--- src/rtl/supmon_pkg.sv ---
package supmon_pkg;

    // Reset-request controller states
    typedef enum logic [2:0] {
        MON_OFF      = 3'd0,
        MON_SETTLING = 3'd1,
        MON_WATCH    = 3'd2,
        MON_TRIP     = 3'd3,
        MON_HOLD     = 3'd4
    } mon_state_e;

    // Control register field positions
    localparam int unsigned CSR_EN_BIT   = 7;
    localparam int unsigned CSR_STAT_BIT = 6;

endpackage

--- src/rtl/supmon_csr.sv ---
module supmon_csr
    import supmon_pkg::*;
#(
    parameter int unsigned      ADDR_W   = 8,
    parameter int unsigned      DATA_W   = 8,
    parameter logic [ADDR_W-1:0] CSR_ADDR = 8'hFF
) (
    input  logic              clk_i,
    input  logic              por_i,
    input  logic              vdd_above_i,
    input  logic [ADDR_W-1:0] sfr_addr_i,
    input  logic              sfr_wr_i,
    input  logic              sfr_rd_i,
    input  logic [DATA_W-1:0] sfr_wdata_i,
    output logic [DATA_W-1:0] sfr_rdata_o,
    output logic              en_o
);

    logic en_q;
    logic stat_q;
    logic hit;
    logic status;
    logic reserved_unused;

    assign hit             = (sfr_addr_i == CSR_ADDR);
    assign reserved_unused = ^sfr_wdata_i[CSR_STAT_BIT:0];

    // Enable bit: set by power-on only, otherwise software owned
    always_ff @(posedge clk_i) begin
        if (por_i) begin
            en_q <= 1'b1;
        end else if (sfr_wr_i && hit) begin
            en_q <= sfr_wdata_i[CSR_EN_BIT];
        end
    end

    // Sampled status, frozen while the monitor is off
    always_ff @(posedge clk_i) begin
        if (por_i) begin
            stat_q <= 1'b0;
        end else if (en_q) begin
            stat_q <= vdd_above_i;
        end
    end

    assign status = en_q ? vdd_above_i : stat_q;

    always_comb begin
        sfr_rdata_o = '0;
        if (sfr_rd_i && hit) begin
            sfr_rdata_o[CSR_EN_BIT]   = en_q;
            sfr_rdata_o[CSR_STAT_BIT] = status;
        end
    end

    assign en_o = en_q;

    // a write to the register stores bit 7 as the new enable
    assert_wr_en_R1: assert property (@(posedge clk_i) disable iff (por_i)
        (sfr_wr_i && hit) |=> (en_q == $past(sfr_wdata_i[CSR_EN_BIT])));

    // traffic elsewhere leaves the enable alone
    assert_miss_keeps_en_R1: assert property (@(posedge clk_i) disable iff (por_i)
        !(sfr_wr_i && hit) |=> $stable(en_q));

    // enabled monitor reads the live comparator
    assert_status_live_R2: assert property (@(posedge clk_i) disable iff (por_i)
        (en_q && sfr_rd_i && hit) |-> (sfr_rdata_o[CSR_STAT_BIT] == vdd_above_i));

    // sampled status is frozen while disabled
    assert_status_frozen_R3: assert property (@(posedge clk_i) disable iff (por_i)
        !en_q |=> (stat_q == $past(stat_q)));

endmodule

--- src/rtl/supmon_settle.sv ---
module supmon_settle #(
    parameter int unsigned SETTLE_CYC = 100,
    localparam int unsigned CW        = $clog2(SETTLE_CYC + 1)
) (
    input  logic clk_i,
    input  logic por_i,
    input  logic en_i,
    output logic settled_o
);

    logic [CW-1:0] cnt_q;
    logic          settled_q;
    logic          last_tick;

    assign last_tick = (cnt_q == CW'(SETTLE_CYC - 1));

    always_ff @(posedge clk_i) begin
        if (por_i || !en_i) begin
            cnt_q     <= '0;
            settled_q <= 1'b0;
        end else if (!settled_q) begin
            if (last_tick) begin
                settled_q <= 1'b1;
            end else begin
                cnt_q <= cnt_q + 1'b1;
            end
        end
    end

    assign settled_o = settled_q;

    // a disabled monitor is never settled on the next cycle
    assert_settle_clear_R5: assert property (@(posedge clk_i) disable iff (por_i)
        !en_i |=> !settled_q);

    // once settled, it stays settled while enabled
    assert_settle_keep_R5: assert property (@(posedge clk_i) disable iff (por_i)
        (settled_q && en_i) |=> settled_q);

    // the count never runs past its limit
    assert_settle_bound_R5: assert property (@(posedge clk_i) disable iff (por_i)
        cnt_q < CW'(SETTLE_CYC));

endmodule

--- src/rtl/supmon_fsm.sv ---
module supmon_fsm
    import supmon_pkg::*;
#(
    parameter int unsigned HOLD_CYC = 16,
    localparam int unsigned HW      = $clog2(HOLD_CYC + 1)
) (
    input  logic clk_i,
    input  logic por_i,
    input  logic en_i,
    input  logic settled_i,
    input  logic sel_i,
    input  logic above_i,
    output logic rst_req_o,
    output logic trip_evt_o
);

    mon_state_e    state_q;
    mon_state_e    state_d;
    logic [HW-1:0] hcnt_q;
    logic          hold_done;

    assign hold_done = (hcnt_q == HW'(HOLD_CYC - 1));

    // State register
    always_ff @(posedge clk_i) begin
        if (por_i) begin
            state_q <= MON_OFF;
        end else begin
            state_q <= state_d;
        end
    end

    // Minimum-width counter, only runs in HOLD
    always_ff @(posedge clk_i) begin
        if (por_i || (state_q != MON_HOLD)) begin
            hcnt_q <= '0;
        end else if (!hold_done) begin
            hcnt_q <= hcnt_q + 1'b1;
        end
    end

    // Next-state logic
    always_comb begin
        state_d = state_q;
        unique case (state_q)
            MON_OFF: begin
                if (en_i) state_d = MON_SETTLING;
            end
            MON_SETTLING: begin
                if (!en_i)          state_d = MON_OFF;
                else if (settled_i) state_d = MON_WATCH;
                else if (sel_i)     state_d = MON_TRIP;
            end
            MON_WATCH: begin
                if (!en_i)                  state_d = MON_OFF;
                else if (!settled_i)        state_d = MON_SETTLING;
                else if (sel_i && !above_i) state_d = MON_TRIP;
            end
            MON_TRIP: begin
                if (!en_i)        state_d = MON_OFF;
                else if (above_i) state_d = MON_HOLD;
            end
            MON_HOLD: begin
                if (!en_i)          state_d = MON_OFF;
                else if (!above_i)  state_d = MON_TRIP;
                else if (hold_done) state_d = settled_i ? MON_WATCH : MON_SETTLING;
            end
            default: state_d = MON_OFF;
        endcase
    end

    // Outputs
    always_comb begin
        rst_req_o  = (state_q == MON_TRIP) || (state_q == MON_HOLD);
        trip_evt_o = (state_d == MON_TRIP) &&
                     (state_q != MON_TRIP) && (state_q != MON_HOLD);
    end

    // no request can follow a disabled cycle
    assert_off_no_req_R6: assert property (@(posedge clk_i) disable iff (por_i)
        !en_i |=> !rst_req_o);

    // an unselected monitor outside reset stays quiet
    assert_unsel_no_req_R6: assert property (@(posedge clk_i) disable iff (por_i)
        ((state_q == MON_WATCH) && !sel_i) |=> !rst_req_o);

    // low supply while armed trips on the next cycle
    assert_trip_on_low_R7: assert property (@(posedge clk_i) disable iff (por_i)
        ((state_q == MON_WATCH) && en_i && settled_i && sel_i && !above_i) |=> rst_req_o);

    // reset stays while the supply stays low
    assert_trip_stays_R7: assert property (@(posedge clk_i) disable iff (por_i)
        ((state_q == MON_TRIP) && en_i && !above_i) |=> (state_q == MON_TRIP));

    // an enabled release only happens at the end of the hold window
    assert_min_width_R8: assert property (@(posedge clk_i) disable iff (por_i)
        ($fell(rst_req_o) && $past(en_i)) |-> $past(hold_done));

    // select before settling trips on the next cycle
    assert_premature_R9: assert property (@(posedge clk_i) disable iff (por_i)
        ((state_q == MON_SETTLING) && en_i && !settled_i && sel_i) |=> (state_q == MON_TRIP));

    // disabling during reset goes straight to OFF
    assert_disable_release_R11: assert property (@(posedge clk_i) disable iff (por_i)
        (rst_req_o && !en_i) |=> (state_q == MON_OFF));

endmodule

--- src/rtl/supmon_rst_ctrl.sv ---
module supmon_rst_ctrl
    import supmon_pkg::*;
#(
    parameter int unsigned       ADDR_W     = 8,
    parameter int unsigned       DATA_W     = 8,
    parameter logic [ADDR_W-1:0] CSR_ADDR   = 8'hFF,
    parameter int unsigned       SETTLE_CYC = 100,
    parameter int unsigned       HOLD_CYC   = 16
) (
    input  logic              clk_i,
    input  logic              por_i,
    input  logic              other_rst_i,
    input  logic              vdd_above_i,
    input  logic              mon_sel_i,
    input  logic [ADDR_W-1:0] sfr_addr_i,
    input  logic              sfr_wr_i,
    input  logic              sfr_rd_i,
    input  logic [DATA_W-1:0] sfr_wdata_i,
    output logic [DATA_W-1:0] sfr_rdata_o,
    output logic              rst_n_o,
    output logic              por_flag_o,
    output logic              mon_flag_o
);

    logic en_w;
    logic settled_w;
    logic rst_req_w;
    logic trip_evt_w;
    logic por_flag_q;
    logic mon_flag_q;

    supmon_csr #(
        .ADDR_W   (ADDR_W),
        .DATA_W   (DATA_W),
        .CSR_ADDR (CSR_ADDR)
    ) u_csr (
        .clk_i       (clk_i),
        .por_i       (por_i),
        .vdd_above_i (vdd_above_i),
        .sfr_addr_i  (sfr_addr_i),
        .sfr_wr_i    (sfr_wr_i),
        .sfr_rd_i    (sfr_rd_i),
        .sfr_wdata_i (sfr_wdata_i),
        .sfr_rdata_o (sfr_rdata_o),
        .en_o        (en_w)
    );

    supmon_settle #(
        .SETTLE_CYC (SETTLE_CYC)
    ) u_settle (
        .clk_i     (clk_i),
        .por_i     (por_i),
        .en_i      (en_w),
        .settled_o (settled_w)
    );

    supmon_fsm #(
        .HOLD_CYC (HOLD_CYC)
    ) u_fsm (
        .clk_i      (clk_i),
        .por_i      (por_i),
        .en_i       (en_w),
        .settled_i  (settled_w),
        .sel_i      (mon_sel_i),
        .above_i    (vdd_above_i),
        .rst_req_o  (rst_req_w),
        .trip_evt_o (trip_evt_w)
    );

    // Reset-cause flags
    always_ff @(posedge clk_i) begin
        if (por_i) begin
            por_flag_q <= 1'b1;
            mon_flag_q <= 1'b0;
        end else if (trip_evt_w) begin
            por_flag_q <= 1'b0;
            mon_flag_q <= 1'b1;
        end else if (other_rst_i) begin
            por_flag_q <= 1'b0;
            mon_flag_q <= 1'b0;
        end
    end

    assign rst_n_o    = !rst_req_w;
    assign por_flag_o = por_flag_q;
    assign mon_flag_o = mon_flag_q;

    // other reset sources do not touch the enable
    assert_en_survives_R4: assert property (@(posedge clk_i) disable iff (por_i)
        (other_rst_i && !(sfr_wr_i && (sfr_addr_i == CSR_ADDR))) |=> $stable(en_w));

    // a monitor reset marks its own cause
    assert_mon_cause_R10: assert property (@(posedge clk_i) disable iff (por_i)
        trip_evt_w |=> (mon_flag_o && !por_flag_o));

    // the two cause flags are never both set
    assert_flags_excl_R10: assert property (@(posedge clk_i) disable iff (por_i)
        !(mon_flag_o && por_flag_o));

endmodule

--- config.mk ---
export PLATFORM = sky130hd
export DESIGN_NAME = supmon_rst_ctrl
export DESIGN_NICKNAME = d
export VERILOG_FILES = /design/src/rtl/supmon_pkg.sv /design/src/rtl/supmon_csr.sv /design/src/rtl/supmon_settle.sv /design/src/rtl/supmon_fsm.sv /design/src/rtl/supmon_rst_ctrl.sv
export SDC_FILE = /design/constraint.sdc
export NUM_CORES = 1
export LEC_CHECK = 0
export BUFFER_PORTS_ARGS = -buffer_cell sky130_fd_sc_hd__buf_2
export CAP_MARGIN = 10
export CORE_ASPECT_RATIO = 1.25
export CORE_MARGIN = 3
export CORE_UTILIZATION = 53
export CTS_BUF_LIST = sky130_fd_sc_hd__clkbuf_16
export CTS_CLUSTER_DIAMETER = 40
export DETAILED_ROUTE_END_ITERATION = 10
export PLACE_DENSITY = 0.79
export SETUP_SLACK_MARGIN = 0.4
export SLEW_MARGIN = 10
export SYNTH_ARGS = -nofsm -noshare
export SYNTH_HDL_FRONTEND = slang
export SYNTH_SLANG_ARGS = --single-unit
--- constraint.sdc ---
create_clock -name clk_i -period 2.9 [get_ports clk_i]
set_clock_uncertainty 0.2 [all_clocks]
set_input_delay 0.145 -clock clk_i [delete_from_list [all_inputs] [get_ports clk_i]]
set_output_delay 0.145 -clock clk_i [all_outputs]
set_load 0.01 [all_outputs]
==> metrics.csv <==
metric;value;unit
status;finished clean;
clk_pin_slew;50;ps
cts.sinks;20;
syn_area_per_cell;8.65;um2
row_count;17;
drc;0;
io_pins;34;
antennaDiodeCount;0;
most-common-layout-cells;20 x nor2_1, 20 x buf_2, 20 x dfxtp_1;
cts_buffers;3;
ys_types;39;
drt-vias-per-instance;5.54;
drive_gt1_share;20.3;%
hold_path.class;primary input to flop;
place_worst_setup_slack;1110;ps
wl;1920;um
ys_seq_area_share;38.6;%
endpoint;por_flag_o$_SDFFE_PP1P_;
hold_ws;15.3;ps
busiest_layer;met2;
r2r_cells;6;
rrSetupSlack;1110;ps
fmax;0.541;GHz
clockBufferDepth;2;
grt_max_degree;12;
arrival;1790;ps
grt_pass1_wl;3330;um
io_buffer_count;20;
ctsResizeCount;0;
clock-root-buffer;clkbuf_16;
ir_worst_vdd;351;uV
postSynthCellCount;120;
overflow;0;
power;0.000637;W
cts_tree;done;
antenna_found_initial;0;
hold_violations;0;
yosys_warnings;0;
synth_flop_cell;dfxtp_1;
synth_edf_count;0;
final_util;67.7;%
core;1810;um2
syn_area;1040;um2
crit_type;primary input to flop;
min_from;vdd_above_i;
gp_congestion;0.864;
r2r_end;u_fsm.state_q[2]$_SDFF_PP0_;
cp-start-kind;primary input;
required;2840;ps
end_kind;flop;
critical_path.startpoint;por_i;
drtAntennaViolNets;0;
setup_ws;1050;ps
met1_usage;18.6;%
insertion_delay;250;ps
drv_cap;0;
finalCritPeriodShare;63.8;%
ys_seq_elements;20;
area_growth;17.8;%
setup_violations;0;
num_vias;897;
grt.met3_usage;2.93;%
yosys.area.top_type;dfxtp_1;
final-max-slew-violation-count;0;
synth_top_area_share;38.6;%
first_global_vias;877;
die-area;2530;um2
final.min_clock_period;1850;ps
die_x;45.6;um
p_per_area;520;nW/um2
async_reset_ff_share;0;%
r2r-start;u_fsm.hcnt_q[0]$_SDFFE_PP0P_;
power.leakage;0.516;nW
start_util;57.4;%
die_h;55.5;um
dp_hpwl;1440;um
drtIter0Drc;16;
cts_max_level;1;
worstPathMaxFanout;9;
grt_use_total;17.2;%
wire_per_inst;11.8;um
grt_use_met2;29.7;%
rsz0062_at_grt;no;
first_pass_iters;4;
synthTopCellsByArea;dfxtp_1 39%, nor2_1 7.2%, buf_4 4.3%, ha_1 3.6%, a21oi_1 3.4%;
final_nets;170;
tns;0;ps
## critical path: stages
cell and delay (ps):
dlygate4sd3_1 530, buf_2 160, nand2b_1 310, a31oi_4 220, o21ai_2 90, o32a_1 320
## cells by family after synthesis
kind of cell / count (synthesis) / synth area share, %
xor+xnor: 5 / 4.22
simple gates: 46 / 22.7
fa+ha+maj: 3 / 3.61
mux: 3 / 2.89
other cells: 1 / 0.361
buf+inv: 15 / 9.16
compound gates: 27 / 18.6
flops: 20 / 38.6
## report_power, final
group	internal, W	switching (W)	total [W]
sequential	0.000285	0.0000107	0.000295
combinational	0.0000287	0.0000314	0.0000602
clock	0.000184	0.0000978	0.000281
total	0.000497	0.000140	0.000637
## Yosys cell counts, drive strengths merged (3+ instances only)
library cell  number
a21oi              7
and3               3
buf                9
dfxtp             20
ha                 3
inv                5
mux2i              3
nand2              7
nand4              3
nor2              20
o21ai              8
or3                4
xor2               3
## layout make-up
cell class	instances	area, um2
Clock buffer	3	75.1
Clock inverter	1	3.75
Fill cell	146	584
Inverter	5	18.8
Multi-Input combinational cell	90	562
Sequential cell	20	400
Tap cell	19	23.8
Timing Repair Buffer	24	140
## stage by stage
step	area, um2	instances
2_1_floorplan	1060	125
3_3_place_gp	1100	154
3_5_place_dp	1100	154
4_1_cts	1220	162
5_1_grt	1220	162
6_report	1220	162
## sequential cells by signal, summed over array words and instances (netlist names)
signal and flops:
mon_flag_o 1, por_flag_o 1, u_csr.en_o 1, u_csr.stat_q 1
u_fsm.hcnt_q 5, u_fsm.state_q 3, u_settle.cnt_q 7, u_settle.settled_o 1
## what timing repair did
action / CTS / global route
hold buffers: 4 / 0
endpoints found under the hold margin: 3 / 0
buffers inserted: 0 / 0
## layer usage
metal	share of wire (%)	vias up	wire [um]
met1	42	410	806
met5	0	-	0
li1	-	455	-
met3	5.0	4	95
met2	51	28	982
met4	1.7	0	32
## worst min path at each step
stage	depth (start not counted)	end	slack, ps
after floorplan	1	u_csr.stat_q$_SDFF_PP0_	20
after global placement	2	u_csr.en_o$_SDFFE_PP1P_	190
after detailed placement	2	u_csr.en_o$_SDFFE_PP1P_	200
after CTS	2	u_fsm.state_q[1]$_SDFF_PP0_	10
after global routing	2	u_fsm.state_q[1]$_SDFF_PP0_	30
final	2	u_fsm.state_q[1]$_SDFF_PP0_	20
Power figures use the tool's default switching activity.
